[src/rtl/esr_pkg.sv]
// Package: shared types and defaults for the error status register.
// Assumes: nothing beyond a standard SystemVerilog elaborator.
package esr_pkg;

    // Default number of error flags
    localparam int ESR_W_DEF = 16;

    // Message request controller states
    typedef enum logic {
        MSG_IDLE = 1'b0,
        MSG_PEND = 1'b1
    } msg_state_e;

endpackage

[src/rtl/esr_flag_bank.sv]
// Module: sticky flag bank. Events set flags, clear vector clears them, set wins.
// Assumes: only the power-on reset reaches this bank; warm reset must not.
module esr_flag_bank #(
    parameter int W = 16
) (
    input  logic         clk,
    input  logic         por_n,
    input  logic [W-1:0] set_vec,
    input  logic [W-1:0] clr_vec,
    output logic [W-1:0] flags_q,
    output logic [W-1:0] flags_nxt
);

    // Next flag value: clear first, then events override
    always_comb begin
        flags_nxt = (flags_q & ~clr_vec) | set_vec;
    end

    // Flag storage, cleared only at power-on
    always_ff @(posedge clk) begin
        if (!por_n) begin
            flags_q <= '0;
        end else begin
            flags_q <= flags_nxt;
        end
    end

endmodule

[src/rtl/esr_edge_qual.sv]
// Module: per-bit rising-edge detector and reporting qualifier.
// Assumes: flags_nxt is the value the bank will load at the coming edge, so a
// rising edge is reported in the same edge that sets the flag.
module esr_edge_qual #(
    parameter int W = 16
) (
    input  logic [W-1:0] flags_cur,
    input  logic [W-1:0] flags_nxt,
    input  logic [W-1:0] bit_en,
    input  logic         glb_en,
    input  logic         arm,
    output logic [W-1:0] trig
);

    genvar gi;
    generate
        for (gi = 0; gi < W; gi++) begin : g_bit
            // One bit: clear-to-set, enabled per bit and globally, and armed
            assign trig[gi] = flags_nxt[gi] & ~flags_cur[gi] & bit_en[gi] & glb_en & arm;
        end
    endgenerate

endmodule

[src/rtl/esr_msg_ctrl.sv]
// Module: message request holder. Raises a request on any trigger, holds it
// until acknowledged, and merges later triggers into the cause vector.
// Assumes: ack is ignored while no request is pending; triggers landing on the
// acknowledging edge open a fresh request.
module esr_msg_ctrl #(
    parameter int W = 16
) (
    input  logic         clk,
    input  logic         rst_n,
    input  logic [W-1:0] trig,
    input  logic         ack,
    output logic         req,
    output logic [W-1:0] cause
);
    import esr_pkg::*;

    msg_state_e state_q;
    logic       any_trig;

    // Any qualified rising edge this cycle
    always_comb begin
        any_trig = |trig;
    end

    // Request state and cause accumulation
    always_ff @(posedge clk) begin
        if (!rst_n) begin
            state_q <= MSG_IDLE;
            cause   <= '0;
        end else begin
            case (state_q)
                MSG_IDLE: begin
                    if (any_trig) begin
                        state_q <= MSG_PEND;
                        cause   <= trig;
                    end
                end
                MSG_PEND: begin
                    if (ack) begin
                        state_q <= any_trig ? MSG_PEND : MSG_IDLE;
                        cause   <= trig;
                    end else begin
                        cause   <= cause | trig;
                    end
                end
                default: begin
                    state_q <= MSG_IDLE;
                    cause   <= '0;
                end
            endcase
        end
    end

    // Request output decoded from state
    always_comb begin
        req = (state_q == MSG_PEND);
    end

endmodule

[src/rtl/esr_status_top.sv]
// Module: error status register top. Sticky flags with write-1-to-clear,
// edge-triggered message request with per-bit and global enables.
// Assumes: synchronous active-low resets; por_n clears all, wrst_n clears only
// the message path.
module esr_status_top #(
    parameter int W = esr_pkg::ESR_W_DEF
) (
    input  logic         clk,
    input  logic         por_n,
    input  logic         wrst_n,
    input  logic [W-1:0] err_evt,
    input  logic         wr_en,
    input  logic [W-1:0] wr_data,
    output logic [W-1:0] rd_data,
    input  logic [W-1:0] bit_en,
    input  logic         glb_en,
    output logic         msg_req,
    input  logic         msg_ack,
    output logic [W-1:0] msg_cause
);

    logic [W-1:0] clr_vec;
    logic [W-1:0] flags_q;
    logic [W-1:0] flags_nxt;
    logic [W-1:0] trig;
    logic         msg_rst_n;

    // Software clear vector, active only on a write
    always_comb begin
        clr_vec = wr_en ? wr_data : '0;
    end

    // Message path resets on either reset
    always_comb begin
        msg_rst_n = por_n & wrst_n;
    end

    esr_flag_bank #(.W(W)) u_bank (
        .clk       (clk),
        .por_n     (por_n),
        .set_vec   (err_evt),
        .clr_vec   (clr_vec),
        .flags_q   (flags_q),
        .flags_nxt (flags_nxt)
    );

    esr_edge_qual #(.W(W)) u_qual (
        .flags_cur (flags_q),
        .flags_nxt (flags_nxt),
        .bit_en    (bit_en),
        .glb_en    (glb_en),
        .arm       (wrst_n),
        .trig      (trig)
    );

    esr_msg_ctrl #(.W(W)) u_msg (
        .clk   (clk),
        .rst_n (msg_rst_n),
        .trig  (trig),
        .ack   (msg_ack),
        .req   (msg_req),
        .cause (msg_cause)
    );

    // Read port shows the flags directly
    always_comb begin
        rd_data = flags_q;
    end

endmodule

[config.mk]
export PLATFORM = sky130hd
export DESIGN_NAME = esr_status_top
export DESIGN_NICKNAME = d
export VERILOG_FILES = /design/src/rtl/esr_pkg.sv /design/src/rtl/esr_flag_bank.sv /design/src/rtl/esr_edge_qual.sv /design/src/rtl/esr_msg_ctrl.sv /design/src/rtl/esr_status_top.sv
export SDC_FILE = /design/constraint.sdc
export NUM_CORES = 1
export LEC_CHECK = 0
export CAP_MARGIN = 40
export CORE_MARGIN = 5
export CORE_UTILIZATION = 45
export CTS_CLUSTER_DIAMETER = 60
export DETAILED_ROUTE_END_ITERATION = 12
export DONT_BUFFER_PORTS = 1
export PLACE_DENSITY_LB_ADDON = 0.12
export SYNTH_ARGS = -nofsm -noshare
export SYNTH_HDL_FRONTEND = slang
export SYNTH_SLANG_ARGS = --single-unit
[constraint.sdc]
create_clock -name clk -period 4.02 [get_ports clk]
set_input_delay 0.402 -clock clk [delete_from_list [all_inputs] [get_ports clk]]
set_output_delay 0.402 -clock clk [all_outputs]
set_load 0.05 [all_outputs]
Word level (Yosys, flattened, before mapping)
Cells that the tools add are included.
- add/subtract/negate cells: 0
- multiply operators: 0
- div/mod/pow operators: 0
- $lt $le $gt $ge: 0
- eq/ne operators: 1
- shifts and indexed selects: 0
- multiplexer cells: 7
- bitwise logic cells: 86
- reductions and logical operators: 1
- operators with widths (cell ; number):
    1-bit AND ; 65
    16-bit 2-to-1 mux ; 3
    16-bit OR ; 2
    16-bit case mux with 2 select lines ; 1
    1-bit inverter ; 17
    16-bit AND ; 1
    16-bit inverter ; 1
    16-bit OR reduction ; 1
    1-bit 2-to-1 mux ; 2
    2-bit by 1-bit != test with 1-bit output, second input constant ; 1
    1-bit case mux with 2 select lines ; 1
- flip-flop bits (word level): 33
- latch bits: 0
- RAM bits: 0
- memory bits (read-only): 0
- input bits: 54
- output and inout port bits: 33
- word-level logic and storage cells: 98
- memories kept: 0

Logic depth before layout (Yosys ltp)
Gate-level depths: netlist of run 1.
- depth in word-level cells: 12
- depth in mapped cells: 8
- gate-level depth less buffers: 6

By module
Synthesis of run 1 repeated with hierarchy kept, for this count alone.
- cell total of the unflattened synthesis: 215
- area total of the unflattened synthesis: 1874.3 µm²
- by module, submodules not included (module ; instances ; cells an instance ; area each (µm²) ; seq. area each (µm²)):
    esr_msg_ctrl ; 1 ; 97 ; 862.1 ; 340.3
    esr_flag_bank ; 1 ; 66 ; 671.9 ; 320.3
    esr_edge_qual ; 1 ; 34 ; 207.7 ; 0.0
    esr_status_top ; 1 ; 18 ; 132.6 ; 0.0

Least setup slack after synthesis of run 1
No wires, ideal clock.
- kind: reg2reg
- from: register u_bank.flags_q[1]
- to: register u_msg.cause[0]
- library setup time: 0.060 ns
- arrival time: 2.453 ns
- required time: 3.960 ns
- path slack: 1.507 ns
- cell stages (with the launch flop): 7
- path buffers: 1
- period minus slack after synthesis: 2.513 ns
- cell sequence: dfxtp_1 -> nor3_1 -> or4_1 -> or4_4 -> o31ai_4 -> buf_6 -> a22o_1
- longest elaborated chain between the ends: 8
- elaborated cells between the ends (all ways): 9
- those cells by class: eq/ne: 1; bitwise: 7; reduce/logical: 1
- RTL lines (element ; RTL line ; text):
    start, declared ; esr_flag_bank.sv:10 ; output logic [W-1:0] flags_q,
    start signal, assigned ; esr_flag_bank.sv:24 ; flags_q <= flags_nxt;
    16-bit AND ; esr_flag_bank.sv:16 ; flags_nxt = (flags_q & ~clr_vec) | set_vec;
    16-bit OR ; esr_flag_bank.sv:16 ;
    1-bit AND * (4 in series) ; esr_edge_qual.sv:19 ; assign trig[gi] = flags_nxt[gi] & ~flags_cur[gi] & bit_en[gi] & glb_en & arm;
    16-bit OR reduction * ; esr_msg_ctrl.sv:22 ; any_trig = |trig;
    2-bit by 1-bit != test with 1-bit output (no source line) * ; -- ;
    end signal, assigned ; esr_msg_ctrl.sv:35 ; cause <= trig;
    end signal, assigned ; esr_msg_ctrl.sv:41 ; cause <= trig;
    end signal, assigned ; esr_msg_ctrl.sv:43 ; cause <= cause | trig;
    end, declared ; esr_msg_ctrl.sv:13 ; output logic [W-1:0] cause
Every way passes the cells marked *; elsewhere a longest branch is shown, timed or not.
A chain may end at the register's enable or synchronous reset.

Worst setup path in the final report of run 1
Same ends and word-level chain as after synthesis.

==> flow_metrics.env, run 1 <==
export IMPL_setup_slack_ns=1.18
export IMPL_post_place_ws_ns=1.21
export IMPL_cts_tree="done"
export IMPL_crit_chain="nor3_1 > or4_1 > or4_4 > o31ai_4 > a22o_1"
export IMPL_slew_headroom_pct=56.2
export IMPL_core_rowCount=19
export IMPL_die_w_um=64.2
export IMPL_synth_edf_count=0
export IMPL_clockRootBuffer="clkbuf_4"
export IMPL_endpoint_kind="flip-flop"
export IMPL_final_common_cell="dfxtp_1"
export IMPL_fin_cells=174
export IMPL_ir_drop_mv=0.357
export IMPL_r2r_start="u_bank.flags_q[1]$_SDFF_PN0_"
export IMPL_slowest_delay_ns=0.67
export IMPL_startpoint_type="flip-flop"
export IMPL_slowest_stage="dfxtp_1"
export IMPL_grt_overflow=0
export IMPL_placedCellCount=166
export IMPL_clockBufferDepth=2
export IMPL_clkTransAtPathRegs_ns=0.09
export IMPL_fin_nets=196
export IMPL_postCtsSetupRepairBufs=0
export IMPL_grt_pass1_wl_um=5400
export IMPL_dr_pass1_iters=4
export IMPL_die_area_um2=4120
export IMPL_synthesis_instances=142
export IMPL_drc=0
export IMPL_status="completed"
export IMPL_htree_levels=2
export IMPL_area_growth_pct=4.08
export IMPL_ys_types=21
export IMPL_ctsResizeCount=0
export IMPL_critPathLaunch="u_bank.flags_q[1]$_SDFF_PN0_"
export IMPL_hpwl_um=2580
export IMPL_ant_nets=0
export IMPL_mostFrequentLayoutCells="dfxtp_1 (33), nand2_1 (25), a21oi_1 (17), nor2b_1 (16)"
export IMPL_setup_viol=0
export IMPL_drive_above_1_share_pct=5.59
export IMPL_maxCapViolCount=0
export IMPL_syn_area_per_cell_um2=9.30
export IMPL_grt_pass1_vias=1079
export IMPL_tightest_slew_ns=0.657
export IMPL_layout_min_cycle_time_ns=2.84
export IMPL_antenna_found_initial=0
export IMPL_p_leak_uw=0.000515
export IMPL_vias=1048
export IMPL_cp_max_fo=16
export IMPL_synth_seq_cells=33
export IMPL_syn_area_um2=1320
export IMPL_period_share_pct=70.6
export IMPL_grt_usage_pct=16.8
export IMPL_tns_ns=0
export IMPL_drt_iter0_markers=27
export IMPL_finClkSkew_ns=0.00644
export IMPL_wl_per_cell_um=19.4
export IMPL_numCtsBuffers=5
export IMPL_fmax_ghz=0.352
export IMPL_clk_latency_ns=0.32
export IMPL_io_buffer_count=0
export IMPL_start_util_pct=47.5
export IMPL_cp_arrival_ns=3.11
export IMPL_p_per_area_nw_per_um2=450
export IMPL_synth_nets=196
export IMPL_min_from="por_n"
export IMPL_routed_wl_um=3370
export IMPL_rsz0062_at_grt="false"
export IMPL_hold_viol=0
export IMPL_clkSinkCount=33
export IMPL_ys_seq_area_share_pct=50.0
export IMPL_die_y_um=64.2
export IMPL_ys_warn_count=0
export IMPL_gp_congestion=0.729
export IMPL_path_class="reg2reg"
export IMPL_ctsHoldBuffers=0
export IMPL_grt_max_degree=19
export IMPL_core_region_area_um2=2780
export IMPL_hold_class="in2reg"
export IMPL_drv_slew=0
export IMPL_ios=87
export IMPL_viasPerCell=6.02
export IMPL_diodes=0
export IMPL_cp_required_ns=4.29
export IMPL_synthArstFlopShare_pct=0
export IMPL_synth_flop_cell="dfxtp_1"
-- cells by family (layout without fill, tap and decap cells) --
group | Yosys count | in the layout | share of synthesized area (%)
AOI/OAI and AO/OA | 34 | 34 | 18.7
buffers and inverters | 8 | 9 | 2.84
DFF | 33 | 33 | 50.0
and+or+nand+nor | 67 | 67 | 28.4
-- through the flow --
stage               hold slack [ns]  instance area (um^2)  power (uW)  utilization [%]
detailed placement            0.538                  1330         454             47.6
global placement              0.533                  1330         452             47.6
finish                        0.204                  1370         619             49.4
global route                  0.174                  1370         655             49.4
CTS                           0.186                  1370         627             49.4
floorplan                     0.541                  1320         449                -
-- worst max-delay path, delay by kind of cell (launching register included) --
kind            cells  cell delay [ns]
simple gates        3             1.29
compound gates      2             0.83
flops               1             0.67
-- sequential cells by signal (all words and copies together), names as in the netlist --
name and flops:
u_bank.flags_q 16, u_msg.req 1, u_msg.cause 16
-- final cells by class --
| cell class | instances | area [um^2] |
|---|---|---|
| inverter | 1 | 3.75 |
| fill | 279 | 1410 |
| tap | 31 | 38.8 |
| sequential | 33 | 661 |
| multi-input combinational | 101 | 622 |
| clock buffer | 8 | 48.8 |
-- cell usage after synthesis, types with 2 or more instances --
cell type,number,area [um^2]
a21oi_1,17,85.1
nand4b_1,8,70.1
clkbuf_1,5,18.8
nor2b_1,16,100
nor3_1,8,40.0
o2bb2ai_1,8,70.1
dfxtp_1,33,661
or4_1,2,15.0
nand2_1,25,93.8
nand4_1,2,12.5
a22o_1,8,70.1
-- per-layer routing --
layer | up-vias | global-route usage (%) | wire [um]
li1 | 515 | - | -
met1 | 482 | 17.5 | 1230
met2 | 49 | 28.3 | 1740
met3 | 2 | 10.5 | 395
met4 | 0 | 4.58 | 13
met5 | - | 0 | 0
-- path summary, 6_finish.rpt --
check | slack, ns | end | cells after the start
max | 1.18 | u_msg.cause[0]$_SDFFE_PN0P_ | 5
max reg2reg | 1.18 | u_msg.cause[0]$_SDFFE_PN0P_ | 5
min | 0.20 | u_bank.flags_q[14]$_SDFF_PN0_ | 1
min reg2reg | 0.73 | u_msg.cause[13]$_SDFFE_PN0P_ | 1
-- power breakdown --
| group | switching [uW] | total, uW | internal (uW) |
|---|---|---|---|
| clock | 103 | 173 | 69.7 |
| combinational | 23.3 | 44.9 | 21.6 |
| sequential | 60.4 | 401 | 340 |
(Power assumes the default switching activity.)
==> run 2, diff against run 1 <==
clock period = 2.9 ns   (was 4.02 ns; I/O delays follow)
==> run 2 against run 1 <==
Clock power increased by 70%. Sequential cell count stayed put. Global-route usage grew 0.37 points.
==> flow_metrics.env, run 2 (synthesis gave the netlist of run 1 again) <==
export IMPL_status="completed"
export IMPL_wl_per_cell_um=18.5
export IMPL_ctsHoldBuffers=0
export IMPL_clkTransAtPathRegs_ns=0.10
export IMPL_core_region_area_um2=2780
export IMPL_maxCapViolCount=0
export IMPL_gp_congestion=0.742
export IMPL_fin_cells=192
export IMPL_grt_max_degree=19
export IMPL_switchingPower_uw=274
export IMPL_cts_tree="done"
export IMPL_drt_iter0_markers=33
export IMPL_die_w_um=64.2
export IMPL_r2r_end="u_msg.cause[8]$_SDFFE_PN0P_"
export IMPL_post_place_ws_ns=0.678
export IMPL_start_util_pct=47.5
export IMPL_tns_ns=0
export IMPL_placedCellCount=184
export IMPL_p_per_area_nw_per_um2=613
export IMPL_clockRootBuffer="clkbuf_4"
export IMPL_final_common_cell="dfxtp_1"
export IMPL_final_cell_area_um2=1530
export IMPL_p_leak_uw=0.000621
export IMPL_period_share_pct=74.5
export IMPL_core_rowCount=19
export IMPL_setup_slack_ns=0.740
export IMPL_postCtsSetupRepairBufs=0
export IMPL_numCtsBuffers=5
export IMPL_drc=0
export IMPL_swShare_pct=29.2
export IMPL_endpoint_kind="flip-flop"
export IMPL_vias=1112
export IMPL_globalRouteMet2Util_pct=30.3
export IMPL_grt_met1_usage_pct=18.1
export IMPL_critPathLaunch="u_bank.flags_q[15]$_SDFF_PN0_"
export IMPL_grt_pass1_wl_um=5500
export IMPL_cp_max_fo=9
export IMPL_slew_headroom_pct=57.8
export IMPL_dr_pass1_iters=4
export IMPL_setup_viol=0
export IMPL_grt_overflow=0
export IMPL_grt_usage_pct=17.2
export IMPL_area_growth_pct=15.9
export IMPL_hold_depth=1
export IMPL_tightest_slew_ns=0.632
export IMPL_die_y_um=64.2
export IMPL_drv_slew=0
export IMPL_startpoint_type="flip-flop"
export IMPL_htree_levels=2
export IMPL_clkSinkCount=33
export IMPL_hold_viol=0
export IMPL_r2r_start="u_bank.flags_q[15]$_SDFF_PN0_"
export IMPL_finClkSkew_ns=0.00478
export IMPL_placed_area_um2=1460
export IMPL_rsz0062_at_grt="false"
export IMPL_grt_pass1_vias=1171
export IMPL_die_area_um2=4120
export IMPL_p_comb_share_pct=16.1
export IMPL_seq_power_share_pct=52.6
export IMPL_cp_arrival_ns=2.44
export IMPL_clk_latency_ns=0.33
export IMPL_drive_above_1_share_pct=18.0
export IMPL_fin_nets=214
export IMPL_ctsResizeCount=0
export IMPL_routed_wl_um=3560
export IMPL_mostFrequentLayoutCells="dfxtp_1 (33), nand2_1 (25), buf_4 (18), a21oi_1 (17), nor2b_1 (16)"
export IMPL_grt_busiest_layer="met2"
export IMPL_layout_min_cycle_time_ns=2.16
export IMPL_power_internal_uw=664
export IMPL_clock_power_share_pct=31.3
export IMPL_hold_slack_ns=0.0854
export IMPL_ant_nets=0
export IMPL_ff2ff_setup_slack_ns=0.74
export IMPL_fmax_ghz=0.463
export IMPL_hold_class="in2reg"
export IMPL_clockBufferDepth=2
export IMPL_cp_required_ns=3.18
export IMPL_viasPerCell=5.79
export IMPL_io_buffer_count=0
export IMPL_diodes=0
export IMPL_antenna_found_initial=0
export IMPL_globalRouteMet3Util_pct=8.06
export IMPL_crit_end="u_msg.cause[8]$_SDFFE_PN0P_"
export IMPL_ios=87
export IMPL_hpwl_um=2800
export IMPL_worst_r2r_path_depth=6
export IMPL_ir_drop_mv=0.485
export IMPL_path_class="reg2reg"
-- run 2: cell count changes in the layout (fill, tap and decap cells not counted) --
cell	delta
clkbuf_8	+2
clkinv_2	+1
clkbuf_1	-3
buf_4	+18
-- run 2: cell type report --
| cell class | count | area, um^2 |
|---|---|---|
| fill | 279 | 1250 |
| inverter | 1 | 3.75 |
| tap | 31 | 38.8 |
| clock buffer | 7 | 65.1 |
| multi-input combinational | 101 | 622 |
| timing repair buffer | 18 | 135 |
| sequential | 33 | 661 |
| clock inverter | 1 | 5.00 |
-- run 2: worst min path at each step --
stage	to	slack, ns	start
after floorplan	u_bank.flags_q[0]$_SDFF_PN0_	0.43	err_evt[0]
after global placement	u_bank.flags_q[3]$_SDFF_PN0_	0.42	por_n
after detailed placement	u_bank.flags_q[3]$_SDFF_PN0_	0.43	por_n
after CTS	u_bank.flags_q[10]$_SDFF_PN0_	0.07	por_n
after global routing	u_bank.flags_q[13]$_SDFF_PN0_	0.06	por_n
final	u_bank.flags_q[14]$_SDFF_PN0_	0.09	por_n
-- run 2: power groups by stage --
stage               clock network [uW]  logic (uW)  registers (uW)
floorplan                            0        61.1             562
global placement                     0         150             505
detailed placement                   0         153             505
CTS                                302         153             494
global route                       331         163             496
finish                             294         151             494
-- run 2: per-stage QoR --
step,power (uW),util [%]
finish,939,55.0
global route,990,55.0
CTS,949,55.0
detailed placement,657,52.5
global placement,654,52.5
floorplan,623,-
-- run 2: metal layers --
| layer | wire length [um] | vias to the layer above |
|---|---|---|
| li1 | - | 543 |
| met1 | 1330 | 521 |
| met2 | 1880 | 42 |
| met3 | 309 | 6 |
| met4 | 43 | 0 |
| met5 | 0 | - |
-- run 2: worst max-delay path, stage by stage (launching register included) --
cell and delay (ns):
dfxtp_1 0.36, nor3_1 0.08, or4_1 0.53, or4_4 0.57
o31ai_4 0.24, buf_4 0.20, a22o_1 0.13
